**src/rtl/spicfg_pkg.sv**
```systemverilog
package spicfg_pkg;

    localparam int BYTE_W = 8;
    localparam int ADDR_W = 7;
    localparam int BIT_W  = $clog2(BYTE_W);

    typedef logic [BYTE_W-1:0] byte_t;
    typedef logic [ADDR_W-1:0] addr_t;

    typedef enum logic {
        DIR_WRITE = 1'b0,
        DIR_READ  = 1'b1
    } dir_e;

    // header byte layout: direction in the MSB, address below it
    typedef struct packed {
        dir_e  dir;
        addr_t addr;
    } header_t;

    typedef struct packed {
        logic  en;
        addr_t addr;
        byte_t data;
    } wr_req_t;

    // power-on value of each writable register
    function automatic byte_t reg_default(input int unsigned a);
        case (a)
            1:       return 8'h0F;
            2:       return 8'h2E;
            3:       return 8'h12;
            4:       return 8'h01;
            6:       return 8'h03;
            10:      return 8'h09;
            default: return 8'h00;
        endcase
    endfunction

endpackage

```
**src/rtl/spicfg_frontend.sv**
```systemverilog
module spicfg_frontend
    import spicfg_pkg::*;
#(
    parameter int SYNC_STAGES = 2
) (
    input  logic             clk,
    input  logic             rst,
    input  logic             sck_pin,
    input  logic             csn_pin,
    input  logic             mosi_pin,
    output logic             link_active,
    output logic             sck_fall,
    output logic [BIT_W-1:0] bit_cnt,
    output logic             byte_done,
    output logic [1:0]       byte_idx,
    output byte_t            rx_byte
);

    localparam logic [BIT_W-1:0] LAST_BIT = BIT_W'(BYTE_W - 1);
    localparam logic [1:0]       IDX_SAT  = 2'd2;

    logic [SYNC_STAGES:0]   sck_q;
    logic [SYNC_STAGES-1:0] csn_q;
    logic [SYNC_STAGES-1:0] mosi_q;
    logic                   sck_rise;
    logic                   mosi_s;
    byte_t                  shreg;

    always_ff @(posedge clk) begin
        if (rst) begin
            sck_q  <= '0;
            csn_q  <= '1;
            mosi_q <= '0;
        end else begin
            sck_q  <= {sck_q[SYNC_STAGES-1:0], sck_pin};
            csn_q  <= {csn_q[SYNC_STAGES-2:0], csn_pin};
            mosi_q <= {mosi_q[SYNC_STAGES-2:0], mosi_pin};
        end
    end

    assign sck_rise    = sck_q[SYNC_STAGES-1] & ~sck_q[SYNC_STAGES];
    assign sck_fall    = ~sck_q[SYNC_STAGES-1] & sck_q[SYNC_STAGES];
    assign link_active = ~csn_q[SYNC_STAGES-1];
    assign mosi_s      = mosi_q[SYNC_STAGES-1];

    always_ff @(posedge clk) begin
        if (rst) begin
            bit_cnt   <= '0;
            shreg     <= '0;
            byte_done <= 1'b0;
            byte_idx  <= '0;
            rx_byte   <= '0;
        end else begin
            byte_done <= 1'b0;
            if (!link_active) begin
                // a partial byte is dropped here
                bit_cnt  <= '0;
                byte_idx <= '0;
            end else begin
                if (byte_done && byte_idx != IDX_SAT)
                    byte_idx <= byte_idx + 2'd1;
                if (sck_rise) begin
                    shreg   <= {shreg[BYTE_W-2:0], mosi_s};
                    bit_cnt <= bit_cnt + 1'b1;
                    if (bit_cnt == LAST_BIT) begin
                        byte_done <= 1'b1;
                        rx_byte   <= {shreg[BYTE_W-2:0], mosi_s};
                    end
                end
            end
        end
    end

endmodule

```
**src/rtl/spicfg_bank.sv**
```systemverilog
module spicfg_bank
    import spicfg_pkg::*;
#(
    parameter int    MAX_ADDR   = 68,
    parameter byte_t ID_VALUE   = 8'h96,
    parameter int    RESET_ADDR = 4
) (
    input  logic                             clk,
    input  logic                             rst,
    input  wr_req_t                          wr,
    input  addr_t                            rd_addr,
    output byte_t                            rd_data,
    output logic [(MAX_ADDR+1)*BYTE_W-1:0]   regs_flat
);

    localparam int    NREG  = MAX_ADDR + 1;
    localparam addr_t MAX_A = addr_t'(MAX_ADDR);
    localparam addr_t RST_A = addr_t'(RESET_ADDR);

    logic greset;
    assign greset = wr.en && (wr.addr == RST_A) && !wr.data[0];

    for (genvar i = 0; i < NREG; i++) begin : g_reg
        if (i == 0) begin : g_id
            assign regs_flat[BYTE_W-1:0] = ID_VALUE;
        end else begin : g_rw
            byte_t q;
            always_ff @(posedge clk) begin
                if (rst || greset)
                    q <= reg_default(i);
                else if (wr.en && wr.addr == addr_t'(i))
                    q <= wr.data;
            end
            assign regs_flat[i*BYTE_W +: BYTE_W] = q;
        end
    end

    always_comb begin
        rd_data = '0;
        if (rd_addr <= MAX_A)
            rd_data = regs_flat[int'(rd_addr)*BYTE_W +: BYTE_W];
    end

    // a clearing write to the reset register reloads defaults
    p_greset_r5: assert property (@(posedge clk) disable iff (rst)
        greset |=> regs_flat[2*BYTE_W-1:BYTE_W] == reg_default(1));

    // out-of-range writes leave every register untouched
    p_range_r9: assert property (@(posedge clk) disable iff (rst)
        (wr.en && wr.addr > MAX_A) |=> $stable(regs_flat));

    // a write to address 1 lands in that register
    p_store_r2: assert property (@(posedge clk) disable iff (rst)
        (wr.en && wr.addr == addr_t'(1)) |=> regs_flat[2*BYTE_W-1:BYTE_W] == $past(wr.data));

endmodule

```
**src/rtl/spi_cfg_regfile.sv**
```systemverilog
module spi_cfg_regfile
    import spicfg_pkg::*;
#(
    parameter int    SYNC_STAGES = 2,
    parameter int    MAX_ADDR    = 68,
    parameter byte_t ID_VALUE    = 8'h96,
    parameter int    RESET_ADDR  = 4
) (
    input  logic                           clk,
    input  logic                           rst,
    input  logic                           spi_sck,
    input  logic                           spi_cs_n,
    input  logic                           spi_mosi,
    output logic                           spi_miso,
    output logic                           spi_miso_oe,
    output logic [(MAX_ADDR+1)*BYTE_W-1:0] cfg_regs
);

    logic             active;
    logic             fall;
    logic [BIT_W-1:0] bit_cnt;
    logic             byte_done;
    logic [1:0]       byte_idx;
    byte_t            rx_byte;
    byte_t            rd_data;
    header_t          hdr_now;
    header_t          hdr_q;
    byte_t            tx_sh;
    wr_req_t          wr;

    spicfg_frontend #(
        .SYNC_STAGES (SYNC_STAGES)
    ) u_front (
        .clk         (clk),
        .rst         (rst),
        .sck_pin     (spi_sck),
        .csn_pin     (spi_cs_n),
        .mosi_pin    (spi_mosi),
        .link_active (active),
        .sck_fall    (fall),
        .bit_cnt     (bit_cnt),
        .byte_done   (byte_done),
        .byte_idx    (byte_idx),
        .rx_byte     (rx_byte)
    );

    assign hdr_now = header_t'(rx_byte);

    // header latch and read shifter
    always_ff @(posedge clk) begin
        if (rst) begin
            hdr_q <= '0;
            tx_sh <= '0;
        end else if (!active) begin
            tx_sh <= '0;
        end else if (byte_done && byte_idx == 2'd0) begin
            hdr_q <= hdr_now;
            tx_sh <= (hdr_now.dir == DIR_READ) ? rd_data : '0;
        end else if (fall && bit_cnt != '0) begin
            // the edge that closes a byte does not shift
            tx_sh <= {tx_sh[BYTE_W-2:0], 1'b0};
        end
    end

    always_comb begin
        wr.en   = byte_done && (byte_idx == 2'd1) && (hdr_q.dir == DIR_WRITE);
        wr.addr = hdr_q.addr;
        wr.data = rx_byte;
    end

    spicfg_bank #(
        .MAX_ADDR   (MAX_ADDR),
        .ID_VALUE   (ID_VALUE),
        .RESET_ADDR (RESET_ADDR)
    ) u_bank (
        .clk       (clk),
        .rst       (rst),
        .wr        (wr),
        .rd_addr   (hdr_now.addr),
        .rd_data   (rd_data),
        .regs_flat (cfg_regs)
    );

    assign spi_miso    = tx_sh[BYTE_W-1];
    assign spi_miso_oe = active;

    // a chip select held high keeps the pad buffer off
    p_oe_idle_r10: assert property (@(posedge clk) disable iff (rst)
        (spi_cs_n && $past(spi_cs_n) && $past(spi_cs_n, 2)) |-> !spi_miso_oe);

    // the byte-closing falling edge holds the first read bit
    p_hold_r3: assert property (@(posedge clk) disable iff (rst)
        ($past(fall) && $past(bit_cnt) == '0 && !$past(byte_done) && active && $past(active))
        |-> spi_miso == $past(spi_miso));

endmodule

```
**config.mk**
```make
export PLATFORM = sky130hd
export DESIGN_NAME = spi_cfg_regfile
export DESIGN_NICKNAME = d
export VERILOG_FILES = /design/src/rtl/spicfg_pkg.sv /design/src/rtl/spicfg_frontend.sv /design/src/rtl/spicfg_bank.sv /design/src/rtl/spi_cfg_regfile.sv
export SDC_FILE = /design/constraint.sdc
export NUM_CORES = 1
export LEC_CHECK = 0
export ABC_AREA = 1
export CAP_MARGIN = 20
export CELL_PAD_IN_SITES_DETAIL_PLACEMENT = 0
export CELL_PAD_IN_SITES_GLOBAL_PLACEMENT = 1
export CORE_AREA = 2 2 257 259
export CTS_CLUSTER_SIZE = 14
export DETAILED_ROUTE_END_ITERATION = 10
export DIE_AREA = 0 0 259 261
export DONT_BUFFER_PORTS = 1
export PLACE_DENSITY = 0.78
export SLEW_MARGIN = 20
export SYNTH_ARGS = -nofsm -noshare
export SYNTH_HDL_FRONTEND = slang
export SYNTH_SLANG_ARGS = --single-unit
```
**constraint.sdc**
```tcl
create_clock -name clk -period 2.1 [get_ports clk]
set_clock_uncertainty 0.15 [all_clocks]
set_input_delay 0 -clock clk [delete_from_list [all_inputs] [get_ports clk]]
set_output_delay 0 -clock clk [all_outputs]
set_load 0.02 [all_outputs]
```
**Word level (Yosys, flattened, before mapping)**

Index checks and enable logic that the tools add are counted.

- Add/subtract/negate cells: 2
- Multipliers: 0
- Div/mod/pow operators: 0
- Order comparisons: 1
- Eq/ne operators: 71
- Shift-type cells: 1
- Mux-type cells: 5
- Bitwise gates (word level): 7
- Reductions and logical operators: 84

Operators by type and width:

| cell | number |
|---|---|
| $shiftx 552x11->8 | 1 |
| $eq 7x6->1 const B | 32 |
| $eq 7x5->1 const B | 16 |
| $logic_and 1x1->1 | 74 |
| $eq 7x4->1 const B | 8 |
| $eq 7x7->1 const B | 5 |
| $mux 8 | 4 |
| $eq 7x3->1 const B | 4 |
| $eq 7x2->1 const B | 2 |
| $eq 7x1->1 const B | 1 |
| $le 7x7->1 const B | 1 |
| $not 1->1 | 5 |
| $reduce_and 2->1 | 2 |
| $add 3x1->3 const B | 1 |
| $eq 3x3->1 const B | 1 |
| $reduce_and 3->1 | 1 |
| $reduce_bool 3->1 | 1 |
| $reduce_or 3->1 | 1 |
| $add 2x1->2 const B | 1 |
| $and 1x1->1 | 2 |
| $eq 2x1->1 const B | 1 |
| $logic_not 2->1 | 1 |
| $ne 2x2->1 const B | 1 |
| $reduce_bool 2->1 | 1 |
| other kinds (4) | 4 |

- Bits in registers: 588
- Latch bits: 0
- Memory bits (writable): 0
- ROM bits: 0
- Input bits: 5
- Word-level logic and storage cells: 250
- Memories kept: 0

**Logic depth before layout (Yosys ltp)**

- Word-level depth: 6
- Mapped depth: 15

**Cells and area by module**

Synthesis repeated with hierarchy kept, for this count alone.

- Cell total of the unflattened synthesis: 4006
- Area, all modules: 27129.8 µm²

By module, submodules not included:

| module | times used | cells an instance | area each (µm²) |
|---|---|---|---|
| spicfg_bank | 1 | 3735 | 25079.1 |
| spicfg_frontend | 1 | 153 | 1162.4 |
| spi_cfg_regfile | 1 | 118 | 888.4 |

**Least setup slack after synthesis**

No wires, ideal clock.

- Kind: reg2reg
- Start point: register u_front.byte_idx[1]
- End point: register u_bank.g_reg[18].g_rw.q[0]
- Arrival time: 1.783 ns
- Required time: 1.834 ns
- Setup slack: 0.051 ns
- Cell stages (with the launch flop): 13
- Path buffers: 3
- Clock period less this slack: 2.049 ns
- Cell sequence: dfxtp_1 -> inv_1 -> ha_1 -> nand2_1 -> nor2_2 -> nand2_2 -> nor3_2 -> nand2_2 -> o21ai_2 -> buf_4 -> buf_8 -> buf_4 -> a21oi_1

- Cells in the longest elaborated chain, start to end: 6
- Elaborated cells on any way between the ends: 7

Ends and longest elaborated chain:

| what | RTL line | RTL |
|---|---|---|
| start, declared | spicfg_frontend.sv:15 | `output logic [1:0] byte_idx,` |
| start signal, assigned | spicfg_frontend.sv:61 | `byte_idx <= byte_idx + 2'd1;` |
| $eq 2x1->1 * | spi_cfg_regfile.sv:66 | `wr.en = byte_done && (byte_idx == 2'd1) && (hdr_q.dir == DIR_WRITE);` |
| $logic_and 1x1->1 * (2 in series) | spi_cfg_regfile.sv:66 |  |
| $logic_and 1x1->1 (2 in series) | spicfg_bank.sv:21 | `assign greset = wr.en && (wr.addr == RST_A) && !wr.data[0];` |
| $logic_or 1x1->1 | spicfg_bank.sv:29 | `if (rst \|\| greset)` |
| end signal, assigned | spicfg_bank.sv:30 | `q <= reg_default(i);` |
| end signal, assigned | spicfg_bank.sv:32 | `q <= wr.data;` |
| end, declared | spicfg_bank.sv:27 | `byte_t q;` |

Mark *: on every way between the ends. The rest lies on a longest branch, timed or not.
A chain may end at the register's enable or synchronous reset.

**Worst setup path after layout**

- Start point: register u_front.byte_idx[1]
- End point: register u_bank.g_reg[25].g_rw.q[4]

- Cells in the longest elaborated chain, start to end: 6
- Elaborated cells on any way between the ends: 7

Ends and longest elaborated chain:

| what | RTL line |
|---|---|
| $eq 2x1->1 * | spi_cfg_regfile.sv:66 |
| $logic_and 1x1->1 * (2 in series) | spi_cfg_regfile.sv:66 |
| $logic_and 1x1->1 (2 in series) | spicfg_bank.sv:21 |
| $logic_or 1x1->1 | spicfg_bank.sv:29 |
| end signal, assigned | spicfg_bank.sv:30 |
| end signal, assigned | spicfg_bank.sv:32 |
| end, declared | spicfg_bank.sv:27 |

Marked as above.

==> results.py <==
metrics = {
    "outcome": {
        "status": "finished with violations",
        "violations": "negative setup slack",
    },
    "synthesis": {
        "synth-edff-count": 0,
        "synth_cell_types": 35,
        "yosys_warnings": 0,
        "synthesis.area_mm2": 0.0264,
        "synth_seq_cells": 588,
        "yosysTopAreaCell": "dfxtp_1",
        "synth.avg_cell_area_um2": 6.88,
        "synth_commonest_cells": "nand2_1 (1214), dfxtp_1 (588), a21oi_1 (579)",
        "synthCells": 3836,
        "synth_most_common_cell": "nand2_1",
        "ys.flop_type": "dfxtp_1",
        "synthTopCellsByArea": "dfxtp_1 (45%), nand2_1 (17%), a21oi_1 (11%), nand3_1 (5.1%), nor2_1 (4.7%)",
        "async_flop_share_pct": 0,
        "yosysSeqAreaShare_pct": 44.6,
        "yosysTopAreaCellShare_pct": 44.6,
    },
    "final_layout": {
        "drive_above_1_share_pct": 29.7,
        "area_delta_synth_final_pct": 46.4,
        "diodes": 0,
        "final_nets": 4408,
        "final_util_pct": 59.4,
        "layoutNonFillerInstCount": 5315,
        "nFillCells": 5965,
    },
    "cts": {
        "cts-root-buf": "clkbuf_16",
        "cts_max_level": 3,
        "clk_pin_slew_ns": 0.06,
        "insertion_delay_ns": 0.63,
        "cts.sinks": 588,
        "numCtsBuffers": 69,
        "cts_tree": "yes",
        "clock_path_buffers": 3,
    },
    "timing": {
        "rsz0062_at_grt": "yes",
        "timing.fmax_ghz": 0.441,
        "min_period_ns": 2.27,
        "setup_viol": 395,
        "tns_ns": -29.48,
        "fin_crit_sh_pct": 108,
        "setup_ws_ns": -0.166,
        "worstMarginPinSlew_ns": 0.989,
        "maxSlewHeadroom_pct": 33.9,
        "finalHoldViolations": 0,
        "final_max_slew_viol_count": 0,
    },
    "power_and_ir_drop": {
        "ir_drop_uv": 602,
        "p_int_w": 0.0191,
        "p_sw_share_pct": 22.8,
        "p_seq_share_pct": 45.1,
        "p_per_area_mw_per_mm2": 640,
        "pwr-share-clk_pct": 51.0,
        "power.switching_w": 0.00564,
        "p_comb_share_pct": 3.8,
        "p_leak_nw": 14.4,
        "p_total_w": 0.0247,
    },
    "placement": {
        "numPortBuffers": 0,
        "hpwl_um": 88400,
        "dp.cells": 5034,
        "gp_congestion": 0.937,
    },
    "critical_path": {
        "cpMostUsedCell": "buf_12",
        "cp.required_ns": 2.45,
        "critPathSlowestCell": "dfxtp_2",
        "slowest_delay_ns": 0.33,
        "end_kind": "flop",
        "worst_setup_path_start_kind": "flop",
        "crit_chain": "inv_2 -> ha_4 -> nand2_4 -> nor2_4 -> nand2_2 -> nor3_4 -> nand2_2 -> o21ai_4 -> buf_12 -> buf_12 -> buf_12 -> buf_12 -> clkbuf_16 -> a21oi_2",
        "cp_max_fo": 5,
        "critPathKind": "reg -> reg",
        "cp.arrival_ns": 2.62,
    },
    "floorplan": {
        "initial_core_util_pct": 40.6,
        "die_h_um": 261,
        "coreArea_mm2": 0.0650,
        "die_w_um": 259,
        "rows": 94,
        "io_pins": 559,
        "dieArea_mm2": 0.0676,
    },
    "global_routing": {
        "grt_pass1_vias": 27400,
        "antenna_found_initial": 1,
        "grt_usage_pct": 37.1,
        "grt-ovfl-total": 0,
        "grt_pass1_wl_um": 187000,
        "grt_max_degree": 42,
    },
    "detailed_routing": {
        "drt_iter0_markers": 3183,
        "vias": 30300,
        "post_drt_wl_per_cell_um": 25.5,
        "drc_errors": 0,
        "drt_wl_total_um": 136000,
        "ant_nets": 0,
        "viasPerCell": 5.71,
        "firstDrtPassIters": 5,
    },
    "flow_run": {
        "maxCapViolations": 0,
    },
    "min_path": {
        "min_path_type": "reg -> reg",
    },
}
==> power by group through the flow <==
stage	logic (W)	clock network (W)	registers, W
after global routing	0.000973	0.0131	0.0112
after detailed placement	0.000359	0	0.0114
after global placement	0.000357	0	0.0114
final	0.000952	0.0126	0.0112
after floorplan	0.000246	0	0.0114
after CTS	0.000771	0.0127	0.0112
==> layout make-up <==
type	count	area [um^2]	area share [%]
repair inverters	1	8.76	0.0227
clock buffers	104	2100	5.44
flip-flops and latches	588	11800	30.5
inverters	179	722	1.87
well taps	864	1080	2.80
clock inverters	21	240	0.621
multi-input cells	2802	14300	37.1
repair buffers	756	8360	21.6
==> per-layer routing <==
metal  up-vias  wire, um  global-route usage, %
met4         2      7950                   18.0
met2      1774     61000                   58.6
met5         -        10                      0
met3       404     15500                   11.2
met1     14400     51200                   46.0
li1      13700         -                      -
==> timing repair <==
item,CTS,global route
endpoints found under the setup margin,534,549
gates resized for setup,196,402
hold buffers,7,0
endpoints found under the hold margin,133,0
cloned,39,34
pin swaps,32,54
buffers inserted,72,29
==> registers in the layout (all words and copies together), names as in the netlist <==
| name | flops |
|---|---|
| hdr_q | 8 |
| u_front.rx_byte | 8 |
| u_bank.g.g_rw.q | 544 |
| u_front.csn_q | 2 |
| u_front.shreg | 7 |
| u_front.sck_q | 3 |
| tx_sh | 8 |
| u_front.byte_done | 1 |
| u_front.bit_cnt | 3 |
| u_front.byte_idx | 2 |
| u_front.mosi_q | 2 |
==> metrics by stage <==
| stage | hold WS, ns | setup WS [ns] | area [um^2] |
|---|---|---|---|
| finish | 0.257 | -0.166 | 38700 |
| global route | 0.288 | -0.217 | 38700 |
| CTS | 0.257 | -0.127 | 36600 |
| detailed placement | -0.0680 | -0.481 | 31500 |
| global placement | -0.0693 | -0.499 | 31500 |
| floorplan | -0.0462 | 0.0505 | 26400 |
==> placed cells by master, fill, tap and decap left out, drive strengths merged <==
cell type and count:
buf 716, nor2 374, clkinvlp 4, bufinv 4, ha 6, nand3 267
or2 3, nand2 1216, o21a 1, nand3b 6, a221oi 4, a21oi 580
nand4 13, nor3 25, o2111ai 1, bufbuf 4, clkbuf 133, o211ai 39
conb 8, dlygate4sd3 7, clkinv 16, o21ai 199, inv 177, dfxtp 588
a211oi 60
==> worst max-delay path, delay by kind of cell (launching register included) <==
family	cells	cell delay, ns
buffers and inverters	6	0.81
AND/OR/NAND/NOR	5	0.53
AO/OA/AOI/OAI	2	0.19
flip-flops	1	0.33
adder cells (fa/ha/maj)	1	0.14
==> path summary, 6_finish.rpt <==
kind | startpoint | end | slack [ns] | depth (start not counted)
worst max-delay path | u_front.byte_idx[1]$_SDFFE_PP0P_ | u_bank.g_reg[25].g_rw.q[4]$_SDFFE_PP0P_ | -0.17 | 14
worst min-delay path | u_front.csn_q[0]$_SDFF_PP1_ | u_front.csn_q[1]$_SDFF_PP1_ | 0.26 | 1
worst max register to register | u_front.byte_idx[1]$_SDFFE_PP0P_ | u_bank.g_reg[25].g_rw.q[4]$_SDFFE_PP0P_ | -0.17 | 14
worst min register to register | u_front.csn_q[0]$_SDFF_PP1_ | u_front.csn_q[1]$_SDFF_PP1_ | 0.26 | 1
==> logic make-up after synthesis <==
group | after synthesis | synth area share (%)
AOI/OAI and AO/OA | 884 | 17.8
adders and majority gates | 6 | 0.284
buffers and inverters | 453 | 7.77
DFF | 588 | 44.6
other | 2 | 0.0284
and+or+nand+nor | 1903 | 29.5
Power figures use the tool's default switching activity.
